**src/rtl/nfcrc_pkg.sv**
```systemverilog
package nfcrc_pkg;

    typedef enum logic [2:0] {
        ST_IDLE,
        ST_RUN,
        ST_TAIL,
        ST_WHI,
        ST_WLO,
        ST_DONE
    } nf_state_e;

    typedef struct packed {
        logic [7:0] hi;
        logic [7:0] lo;
    } nf_word_t;

    localparam logic [15:0] NF_SEED = 16'hFFFF;

    // One fold: two nibble groups of the mixed low byte re-injected at shifts.
    function automatic logic [15:0] nf_step(input logic [15:0] p, input logic [15:0] v);
        logic [15:0] d;
        logic [15:0] a;
        logic [15:0] b;
        d = p ^ v;
        a = {12'h000, d[3:0]};
        b = {12'h000, d[7:4] ^ d[3:0]};
        return (p >> 8) ^ (a << 3) ^ (a << 8) ^ b ^ (b << 7) ^ (b << 12);
    endfunction

endpackage

```
**src/rtl/nfcrc_fold.sv**
```systemverilog
module nfcrc_fold
    import nfcrc_pkg::*;
(
    input  logic [15:0] prev_i,
    input  nf_word_t    word_i,
    output logic [15:0] next_o
);
    assign next_o = nf_step(prev_i, word_i);
endmodule

```
**src/rtl/nfcrc_walker.sv**
```systemverilog
module nfcrc_walker #(
    parameter int AW = 8,
    parameter int CW = 9
) (
    input  logic          clk,
    input  logic          rst,
    input  logic          launch_i,
    input  logic          active_i,
    input  logic [AW-1:0] base_i,
    input  logic [CW-1:0] last_i,
    output logic          rd_en_o,
    output logic [AW-1:0] rd_addr_o,
    output logic          arr_v_o,
    output logic          arr_first_o,
    output logic          arr_last_o
);
    logic [CW-1:0] idx_q;
    logic [CW-1:0] arr_idx_q;
    logic          arr_v_q;

    assign rd_en_o     = active_i && (idx_q <= last_i);
    assign rd_addr_o   = base_i + AW'(idx_q);
    assign arr_v_o     = arr_v_q;
    assign arr_first_o = (arr_idx_q == '0);
    assign arr_last_o  = (arr_idx_q == last_i);

    always_ff @(posedge clk) begin
        if (rst) begin
            idx_q     <= '0;
            arr_idx_q <= '0;
            arr_v_q   <= 1'b0;
        end else if (launch_i) begin
            idx_q   <= '0;
            arr_v_q <= 1'b0;
        end else begin
            arr_v_q   <= rd_en_o;
            arr_idx_q <= idx_q;
            if (rd_en_o) begin
                idx_q <= idx_q + 1'b1;
            end
        end
    end
endmodule

```
**src/rtl/nfcrc_engine.sv**
```systemverilog
module nfcrc_engine
    import nfcrc_pkg::*;
#(
    parameter int AW = 8,
    parameter int CW = 9
) (
    input  logic          clk,
    input  logic          rst,
    input  logic          start_i,
    input  logic [AW-1:0] base_i,
    input  logic [CW-1:0] count_i,
    input  logic          wb_en_i,
    input  logic [AW-1:0] wb_addr_i,
    output logic          rd_en_o,
    output logic [AW-1:0] rd_addr_o,
    input  logic [7:0]    rd_data_i,
    output logic          wr_en_o,
    output logic [AW-1:0] wr_addr_o,
    output logic [7:0]    wr_data_o,
    output logic          busy_o,
    output logic          done_o,
    output logic [15:0]   crc_o
);
    nf_state_e     st;
    logic [AW-1:0] base_q;
    logic [AW-1:0] wba_q;
    logic [CW-1:0] last_q;
    logic          odd_q;
    logic          wb_q;
    logic [15:0]   acc;
    logic [7:0]    hold;
    logic [15:0]   acc_nx;
    nf_word_t      fw;
    logic          launch;
    logic          arr_v;
    logic          arr_first;
    logic          arr_last;

    assign launch = (st == ST_IDLE) && start_i;

    nfcrc_walker #(.AW(AW), .CW(CW)) u_walk (
        .clk         (clk),
        .rst         (rst),
        .launch_i    (launch),
        .active_i    (st == ST_RUN),
        .base_i      (base_q),
        .last_i      (last_q),
        .rd_en_o     (rd_en_o),
        .rd_addr_o   (rd_addr_o),
        .arr_v_o     (arr_v),
        .arr_first_o (arr_first),
        .arr_last_o  (arr_last)
    );

    always_comb begin
        fw.hi = hold;
        fw.lo = (st == ST_TAIL) ? 8'h00 : rd_data_i;
    end

    nfcrc_fold u_fold (
        .prev_i (acc),
        .word_i (fw),
        .next_o (acc_nx)
    );

    always_ff @(posedge clk) begin
        if (rst) begin
            st     <= ST_IDLE;
            base_q <= '0;
            wba_q  <= '0;
            last_q <= '0;
            odd_q  <= 1'b0;
            wb_q   <= 1'b0;
            acc    <= NF_SEED;
            hold   <= '0;
        end else begin
            case (st)
                ST_IDLE: begin
                    if (start_i) begin
                        base_q <= base_i;
                        last_q <= {count_i[CW-1:1], 1'b0};
                        odd_q  <= count_i[0];
                        wb_q   <= wb_en_i;
                        wba_q  <= wb_addr_i;
                        acc    <= NF_SEED;
                        if (count_i == '0) begin
                            st <= wb_en_i ? ST_WHI : ST_DONE;
                        end else begin
                            st <= ST_RUN;
                        end
                    end
                end
                ST_RUN: begin
                    if (arr_v) begin
                        hold <= rd_data_i;
                        if (!arr_first) begin
                            acc <= acc_nx;
                        end
                        if (arr_last) begin
                            st <= odd_q ? ST_TAIL : (wb_q ? ST_WHI : ST_DONE);
                        end
                    end
                end
                ST_TAIL: begin
                    acc <= acc_nx;
                    st  <= wb_q ? ST_WHI : ST_DONE;
                end
                ST_WHI:  st <= ST_WLO;
                ST_WLO:  st <= ST_DONE;
                ST_DONE: st <= ST_IDLE;
                default: st <= ST_IDLE;
            endcase
        end
    end

    assign wr_en_o   = (st == ST_WHI) || (st == ST_WLO);
    assign wr_addr_o = (st == ST_WLO) ? wba_q + 1'b1 : wba_q;
    assign wr_data_o = (st == ST_WLO) ? acc[7:0] : acc[15:8];
    assign busy_o    = (st != ST_IDLE);
    assign done_o    = (st == ST_DONE);
    assign crc_o     = acc;
endmodule

```
**config.mk**
```make
export PLATFORM = sky130hd
export DESIGN_NAME = nfcrc_engine
export DESIGN_NICKNAME = d
export VERILOG_FILES = /design/src/rtl/nfcrc_pkg.sv /design/src/rtl/nfcrc_fold.sv /design/src/rtl/nfcrc_walker.sv /design/src/rtl/nfcrc_engine.sv
export SDC_FILE = /design/constraint.sdc
export NUM_CORES = 1
export LEC_CHECK = 0
export BUFFER_PORTS_ARGS = -buffer_cell sky130_fd_sc_hd__buf_2
export CORE_MARGIN = 5
export CORE_UTILIZATION = 54
export DETAILED_ROUTE_END_ITERATION = 12
export PLACE_DENSITY_LB_ADDON = 0.25
export SYNTH_ARGS = -nofsm -noshare
export SYNTH_HDL_FRONTEND = slang
export SYNTH_SLANG_ARGS = --single-unit
```
**constraint.sdc**
```tcl
create_clock -name clk -period 2.5 [get_ports clk]
set_input_delay 0.5 -clock clk [delete_from_list [all_inputs] [get_ports clk]]
set_output_delay 0.5 -clock clk [all_outputs]
set_load 0.02 [all_outputs]
```
==> results of run 1 <==
## through the flow
step | hold slack [ns] | power, uW | setup TNS, ns
2_1_floorplan | 0.441 | 1530 | 0
6_report | 0.402 | 2570 | -0.0472
3_3_place_gp | 0.450 | 1690 | 0
4_1_cts | 0.387 | 2570 | -0.0565
3_5_place_dp | 0.460 | 1710 | 0
5_1_grt | 0.411 | 2710 | -0.181
## registers in the layout, indices dropped and copies added (netlist names)
register	flops
u_walk.arr_v_o	1
st	3
u_walk.arr_idx_q	9
u_walk.idx_q	9
odd_q	1
crc_o	16
last_q	8
wba_q	8
wb_q	1
base_q	8
## layout by cell type, fill, tap and decap left out, types with 3 or more instances in the layout
cell type / instances
a21o_1: 3
a21oi_1: 48
a21oi_2: 3
and2_1: 3
buf_2: 76
buf_4: 24
clkbuf_1: 3
clkbuf_8: 9
clkinv_2: 3
dfxtp_1: 54
dfxtp_2: 8
ha_1: 13
ha_4: 4
inv_1: 13
mux2_2: 9
nand2_1: 103
nand3_1: 6
nand4_1: 8
nor2_1: 19
nor2b_1: 3
nor3_1: 6
nor4_1: 4
o21ai_0: 9
o22ai_1: 10
o31ai_1: 4
or3_1: 3
or4_1: 5
xnor2_1: 32
xor2_1: 19
## timing repair
item / 4_1_cts / 5_1_grt
resized for setup: 21 / 15
endpoints found under the hold margin: 0 / 0
pin swaps: 16 / 5
setup buffers: 6 / 0
endpoints found under the setup margin: 5 / 14
## power breakdown
group          total [uW]  switching [uW]  internal, uW
Clock                 836             379           457
Combinational         603             353           251
Sequential           1130            54.9          1070
Total                2570             787          1780
## worst min-delay path: cells and delay by family
kind,cells,cell delay [ns]
and+or+nand+nor,1,0.05
buffers and inverters,1,0.10
AOI/OAI and AO/OA,1,0.05
## kinds of logic (layout without fill, tap and decap cells)
| family | Yosys count | in the layout | share of synthesized area |
|---|---|---|---|
| compound gates | 92 | 92 | 0.156 |
| xor+xnor | 52 | 52 | 0.128 |
| fa+ha+maj | 18 | 18 | 0.0653 |
| buf+inv | 34 | 131 | 0.0386 |
| flops | 64 | 64 | 0.360 |
| mux | 10 | 10 | 0.0313 |
| simple gates | 172 | 172 | 0.222 |
## worst min-delay path by stage
stage,start,to,slack (ns),depth (start not counted)
CTS,base_i[5],base_q[5],0.39,3
detailed placement,base_q[2],base_q[2],0.46,2
global placement,base_q[3],base_q[3],0.45,2
global route,wb_addr_i[0],wba_q[0],0.41,3
floorplan,base_q[0],base_q[0],0.44,2
finish,wb_addr_i[0],wba_q[0],0.40,3
## layer usage
layer / GRT usage / up-vias / wire length [microns]
met5: 0 / - / 0
met4: 0.0905 / 0 / 180
met3: 0.0455 / 22 / 572
met2: 0.382 / 127 / 4580
met1: 0.268 / 1632 / 3840
li1: - / 1702 / -
## cell type report
type,instances,area (sq um),area share
sequential,64,1300,0.291
clock inverter,4,45.0,0.0101
multi-input combinational,344,2270,0.508
timing repair buffer,101,572,0.128
inverter,14,52.6,0.0118
tap,77,96.3,0.0216
clock buffer,12,135,0.0303
==> flow_metrics.tcl, run 1 <==
set metrics [dict create \
    avgRoutedWirePerCell_microns 14.9 \
    critPathSlowestCell "fa_2" \
    final_cells 616 \
    fp.dieArea_sq_um 8320 \
    syn_inst 442 \
    design_area_sq_um 4470 \
    path_class "flop to primary output" \
    cp_cell_sequence "ha_4 > fa_2 > a21o_1 > a21oi_2 > o21bai_1 > a21oi_1 > xnor2_1 > buf_4" \
    crit-reg2reg-capture "u_walk.idx_q[3]" \
    grt_overflow 0 \
    pre_cts_slack_ns 0.0487 \
    place_area_sq_um 4100 \
    cap_viol_max_count 0 \
    clockBufferDepth 2 \
    violations "negative setup slack" \
    drc 0 \
    endpoint_kind "primary output" \
    cp.depth 8 \
    yosysTopAreaCellShare 0.360 \
    core-area_sq_um 6390 \
    fillCellCount 548 \
    cts.sinks 64 \
    power_leakage_uw 0.00183 \
    syn2layout_area_growth_pct 25.4 \
    yosys.area.top_type "dfxtp_1" \
    cp-endpoint "rd_addr_o[6]" \
    min_period_ns 2.55 \
    synth_common_cells "nand2_1, dfxtp_1, a21oi_1" \
    worstSetupStartpointType "flop" \
    cts_tree "yes" \
    drtAntennaViolNets 0 \
    final.setup.worst_slack_ns -0.0472 \
    dp_cells 595 \
    h-tree-depth 3 \
    ys.flop_type "dfxtp_1" \
    clkTransAtPathRegs_ns 0.07 \
    avgSynthCellArea_sq_um 8.06 \
    hold_buffers 0 \
    power_density_nw_per_um2 574 \
    io_pins 81 \
    final-hold-violation-count 0 \
    synth_most_common_cell "nand2_1" \
    gp_congestion 0.842 \
    arrival_ns 2.05 \
    synth_cell_type_count 48 \
    vias 3483 \
    clockRootBuffer "clkbuf_8" \
    cp_num_buf_inv 1 \
    syn-num-nets 497 \
    grt_pass1_wl_microns 15400 \
    setup_violations 1 \
    peakVddDrop_v 0.000396 \
    critPathTopFamily "compound AO/OA/AOI/OAI gates" \
    mappedNetlistArea_sq_um 3560 \
    nets 589 \
    routed_via_density 5.65 \
    grt.total_usage 0.222 \
    max_freq_ghz 0.393 \
    rsz0062_at_grt "yes" \
    io_buffers 80 \
    antenna_found_initial 0 \
    min_period_over_period 1.02 \
    utilization 0.699 \
    wirelength_microns 9170 \
    worstRegToRegCells 10 \
    r2r_slack_ns 0.21 \
    grt_max_degree 39 \
    initial_core_util 0.558 \
    hold_path_class "primary input to flop" \
    maxSlewHeadroom 0.523 \
    grt_pass1_vias 3356 \
    worst_clock_skew_ns 0.00586 \
    chipWidth_microns 91.2 \
    ys_ff_latch 64 \
    startpoint "u_walk.idx_q[0]" \
    r2r_start "last_q[7]" \
    dieHeight_microns 91.2 \
    insertedDiodeCount 0 \
    worstMarginPinSlew_ns 0.715 \
    required_ns 2.00 \
    placementRows 29 \
    status "finished with violations" \
    ys_seq_area_frac 0.360 \
    first_iter_violations 129 \
    synth_edf_count 0 \
    layout-drive-gt1-share 0.289 \
    dr.pass1.iters 5 \
    synth_warnings 0 \
    numCtsBuffers 9 \
    ys_top_cells_by_area "dfxtp_1, nand2_1, xnor2_1" \
    clock_latency_ns 0.34 \
    dp_hpwl_microns 6700 \
    worstPathMaxFanout 2 \
    slowest_delay_ns 0.36 \
    async_reset_ff_frac 0 \
    drv_slew 0 \
]
Note: power is estimated with default switching activity, not from simulation.
==> run 2: changes to the inputs <==
- CORE_UTILIZATION: 54 -> 51
- SYNTH_HIERARCHICAL: unset -> 1
- clock period: 2.5 -> 2.3 ns (I/O delays scaled with it)
==> run 2 against run 1 <==
The run still ends with negative setup slack left. Wire length grew 13%. Sequential power is 9% higher. Combinational power up 30%. Critical path depth unchanged. Core utilization is 2.3 points lower. Non-clock buffer count up 25. Setup slack got worse by 0.18 ns. Final cell count is 10% higher. Count of clock-buffer cells in the layout fell by 1. Power increased by 18%. Via count increased by 5.3%. Critical path type unchanged. Largest cell class unchanged. Largest power group unchanged.
==> flow_metrics.tcl, run 2 <==
set metrics [dict create \
    drv_slew 0 \
    antenna_found_initial 0 \
    hold_buffers 0 \
    clkTransAtPathRegs_ns 0.07 \
    clockBufferDepth 2 \
    hold_depth 3 \
    max_freq_ghz 0.396 \
    arrival_ns 2.07 \
    worst_clock_skew_ns 0.0121 \
    status "finished with violations" \
    min_period_over_period 1.10 \
    dr.pass1.iters 4 \
    min_period_ns 2.53 \
    largest_reg_flops 16 \
    clockRootBuffer "clkbuf_8" \
    utilization 0.677 \
    r2r_start "u_walk/idx_q[1]" \
    clock_latency_ns 0.35 \
    dp_hpwl_microns 7300 \
    routed_via_density 5.39 \
    numCtsBuffers 9 \
    fp.dieArea_sq_um 9550 \
    final.setup.worst_slack_ns -0.228 \
    wirelength_microns 10400 \
    peakVddDrop_v 0.000285 \
    final_cell_mix "buf_2, nand2_1, a21oi_1" \
    synth_warnings 6 \
    layout_commonest_cell "buf_2" \
    power_density_nw_per_um2 588 \
    worstMarginPinSlew_ns 0.772 \
    required_ns 1.84 \
    grt.total_usage 0.219 \
    path_class "flop to primary output" \
    final-hold-violation-count 0 \
    fillCellCount 619 \
    first_iter_violations 118 \
    dp_cells 654 \
    core-area_sq_um 7610 \
    grt_max_degree 33 \
    setup_violations 5 \
    vias 3667 \
    cts_tree "yes" \
    violations "negative setup slack" \
    dieHeight_microns 97.7 \
    hold_end "wba_q[7]" \
    cts.sinks 64 \
    grt_pass1_vias 3459 \
    crit-reg2reg-capture "u_walk/idx_q[6]" \
    final_cells 680 \
    maxSlewHeadroom 0.484 \
    chipWidth_microns 97.7 \
    r2r_slack_ns 0.09 \
    nets 629 \
    endpoint_kind "primary output" \
    io_pins 81 \
    syn2layout_area_growth_pct 31.1 \
    worstPathMaxFanout 2 \
    hp-start "wb_addr_i[7]" \
    h-tree-depth 3 \
    power_leakage_uw 0.00220 \
    layout-drive-gt1-share 0.356 \
    insertedDiodeCount 0 \
    worstRegToRegCells 8 \
    hold_path_class "primary input to flop" \
    rsz0062_at_grt "yes" \
    mappedNetlistArea_sq_um 3930 \
    io_buffers 80 \
    placementRows 32 \
    drtAntennaViolNets 0 \
    gp_congestion 0.894 \
    cap_viol_max_count 0 \
    syn_inst 458 \
    avgSynthCellArea_sq_um 8.57 \
    grt_overflow 0 \
    initial_core_util 0.516 \
    avgRoutedWirePerCell_microns 15.3 \
    grt_pass1_wl_microns 17000 \
    worstSetupStartpointType "flop" \
    drc 0 \
]
## run 2: critical path: stages (launching register included)
cell      delay (ns)
dfxtp_2         0.34
ha_4            0.17
fa_2            0.36
a21o_1          0.18
a21oi_2         0.14
o21bai_1        0.08
a21oi_1         0.16
xnor2_1         0.13
buf_4           0.16
## run 2: how the worst max path moves through the flow
stage	slack (ns)	start	to	cells past startpoint
finish	-0.23	base_q[0]	rd_addr_o[6]	8
global route	-0.34	base_q[0]	rd_addr_o[6]	8
CTS	-0.19	base_q[0]	rd_addr_o[6]	8
detailed placement	0.02	base_q[0]	rd_addr_o[6]	8
global placement	0.04	base_q[0]	rd_addr_o[6]	8
floorplan	0.05	u_walk/idx_q[0]	rd_addr_o[6]	7
## run 2: per-stage QoR
step	area, sq um	TNS [ns]	setup slack, ns	total power [uW]	hold slack (ns)
6_report	5150	-0.638	-0.228	3030	0.351
5_1_grt	5150	-1.09	-0.344	3190	0.340
4_1_cts	5080	-0.418	-0.190	3020	0.332
3_5_place_dp	4600	0	0.0179	1960	0.467
3_3_place_gp	4600	0	0.0382	1940	0.449
2_1_floorplan	3930	0	0.0508	1760	0.441
## run 2: layout make-up
class / count / area [sq um] / share of cell area
Multi-Input combinational cell: 357 / 2670 / 0.519
Clock inverter: 5 / 55.1 / 0.0107
Inverter: 15 / 56.3 / 0.0109
Tap cell: 102 / 128 / 0.0248
Timing Repair Buffer: 126 / 774 / 0.150
Clock buffer: 11 / 151 / 0.0294
Sequential cell: 64 / 1310 / 0.254
## run 2: layer usage
layer	vias up	wire length (microns)	GRT usage	share of wire
li1	1822	-	-	-
met1	1731	4540	0.275	0.44
met2	103	5100	0.368	0.49
met3	11	609	0.0610	0.059
met4	0	142	0.0639	0.014
met5	-	0	0	0
## run 2: timing repair
item,CTS,global route
pin swaps,18,11
cloned,0,0
setup endpoints to repair,15,12
buffers inserted,7,5
hold endpoints to repair,0,0
resized for setup,54,8
## run 2: where the power goes
part	internal, uW	switching, uW
sequential	1170	64.0
combinational	372	412
clock	556	456
total	2090	932
==> run 3: changes to the inputs <==
- PLACE_DENSITY: unset -> 0.77
- PLACE_DENSITY_LB_ADDON: 0.25 -> unset
==> run 3 against run 2 <==
The run still ends with negative setup slack left. Critical path type unchanged. Non-clock buffer count shrank 6. Critical path depth is the same. Wire length grew 6.0%. Power grew 7.4%. Flip-flop and latch count is the same. Clock power grew 22%. Largest cell class unchanged. First-iteration DRC count grew 71%. Maximum frequency shrank 3.1%. Die area is the same.
==> flow_metrics.tcl, run 3 (synthesis gave the netlist of run 2 again) <==
set metrics [dict create \
    numCtsBuffers 9 \
    final.setup.worst_slack_ns -0.308 \
    min_period_over_period 1.13 \
    grt_max_degree 33 \
    nets 623 \
    utilization 0.673 \
    vias 3755 \
    io_buffers 80 \
    first_iter_violations 202 \
    wirelength_microns 11000 \
    hp-start "wb_addr_i[5]" \
    path_class "flop to primary output" \
    initial_core_util 0.516 \
    tns_ns -0.745 \
    grt_use_met1 0.263 \
    rsz0062_at_grt "yes" \
    endpoint_kind "primary output" \
    grt_pass1_wl_microns 17100 \
    violations "negative setup slack" \
    worst_clock_skew_ns 0.0114 \
    syn2layout_area_growth_pct 30.5 \
    min_period_ns 2.61 \
    use_met2 0.381 \
    layout-drive-gt1-share 0.353 \
    power_leakage_uw 0.00221 \
    dp_hpwl_microns 7220 \
    final_cell_mix "buf_2, nand2_1, a21oi_1" \
    clkPwrFrac 0.379 \
    grt_overflow 0 \
    hold_depth 3 \
    layout_commonest_cell "buf_2" \
    drv_slew 0 \
    grt.total_usage 0.218 \
    finalPower_uw 3250 \
    dieHeight_microns 97.7 \
    cts_tree "yes" \
    h-tree-depth 3 \
    status "finished with violations" \
    avgRoutedWirePerCell_microns 16.4 \
    placementRows 32 \
    intPower_uw 2260 \
    core-area_sq_um 7610 \
    max_freq_ghz 0.383 \
    final-hold-violation-count 0 \
    io_pins 81 \
    chipWidth_microns 97.7 \
    clockRootBuffer "clkbuf_8" \
    hold_path_class "primary input to flop" \
    design_area_sq_um 5120 \
    insertedDiodeCount 0 \
    gp_congestion 0.882 \
    setup_violations 5 \
    worstRegToRegCells 8 \
    maxSlewHeadroom 0.513 \
    switchingPower_uw 987 \
    hold_buffers 0 \
    required_ns 1.84 \
    r2r_slack_ns 0.07 \
    cts.sinks 64 \
    worstMarginPinSlew_ns 0.729 \
    dr.pass1.iters 4 \
    largest_reg_flops 16 \
    drc 0 \
    arrival_ns 2.15 \
    place_area_sq_um 4510 \
    antenna_found_initial 0 \
    routed_via_density 5.57 \
    busiest_layer "met2" \
    clockBufferDepth 2 \
    fp.dieArea_sq_um 9550 \
    grt_pass1_vias 3643 \
    hold_end "wba_q[5]" \
    r2r_start "u_walk/idx_q[1]" \
    seqPwrFrac 0.379 \
    crit-reg2reg-capture "u_walk/idx_q[2]" \
    p_comb_frac 0.242 \
    clock_latency_ns 0.34 \
    clkTransAtPathRegs_ns 0.09 \
    switching_share 0.304 \
    cap_viol_max_count 0 \
    worstSetupStartpointType "flop" \
    power_density_nw_per_um2 635 \
    drtAntennaViolNets 0 \
    met3_usage 0.0438 \
    peakVddDrop_v 0.000448 \
    worstPathMaxFanout 2 \
]
run 3: worst max-delay path: stages, from the launching register on:
cell and delay, ns:
dfxtp_2 0.34, buf_6 0.12, ha_4 0.22, a21o_1 0.18, a21oi_2 0.16, o21ai_2 0.09
o41ai_2 0.32, xnor2_1 0.19, buf_4 0.18
run 3: power by group through the flow:
| stage | registers, uW | clock network, uW | logic [uW] |
|---|---|---|---|
| finish | 1230 | 1230 | 786 |
| global route | 1240 | 1300 | 847 |
| CTS | 1230 | 1240 | 740 |
| detailed placement | 1250 | 0 | 690 |
| global placement | 1250 | 0 | 673 |
| floorplan | 1260 | 0 | 504 |
run 3: cell type report:
type                            count  area [sq um]
Timing Repair Buffer              120           738
Inverter                           15          56.3
Clock buffer                        9           124
Clock inverter                      7           125
Multi-Input combinational cell    357          2640
Fill cell                         577          2490
Tap cell                          102           128
Sequential cell                    64          1310
run 3: layer usage:
metal / vias up / part of all wire
met5: - / 0
met3: 24 / 0.059
met2: 134 / 0.50
li1: 1816 / -
met1: 1781 / 0.42
met4: 0 / 0.025
run 3: worst max-delay path by stage:
stage / from / end / slack (ns)
6_report: base_q[1] / rd_addr_o[7] / -0.31
5_1_grt: base_q[1] / rd_addr_o[7] / -0.37
4_1_cts: u_walk/idx_q[0] / rd_addr_o[6] / -0.22
3_5_place_dp: u_walk/idx_q[1] / rd_addr_o[7] / -0.05
3_3_place_gp: base_q[0] / rd_addr_o[6] / 0.04
2_1_floorplan: u_walk/idx_q[0] / rd_addr_o[6] / 0.05
run 3: what timing repair did:
action	4_1_cts	5_1_grt
setup buffers	13	4
pin swaps	16	11
resized for setup	44	21
gates cloned	0	0
setup endpoints to repair	17	33
run 3: stage by stage:
step	cells	hold slack (ns)	setup slack [ns]
final	674	0.342	-0.308
after global routing	674	0.340	-0.366
after CTS	671	0.340	-0.224
after detailed placement	643	0.469	-0.0529
after global placement	643	0.456	0.0392
after floorplan	459	0.441	0.0508
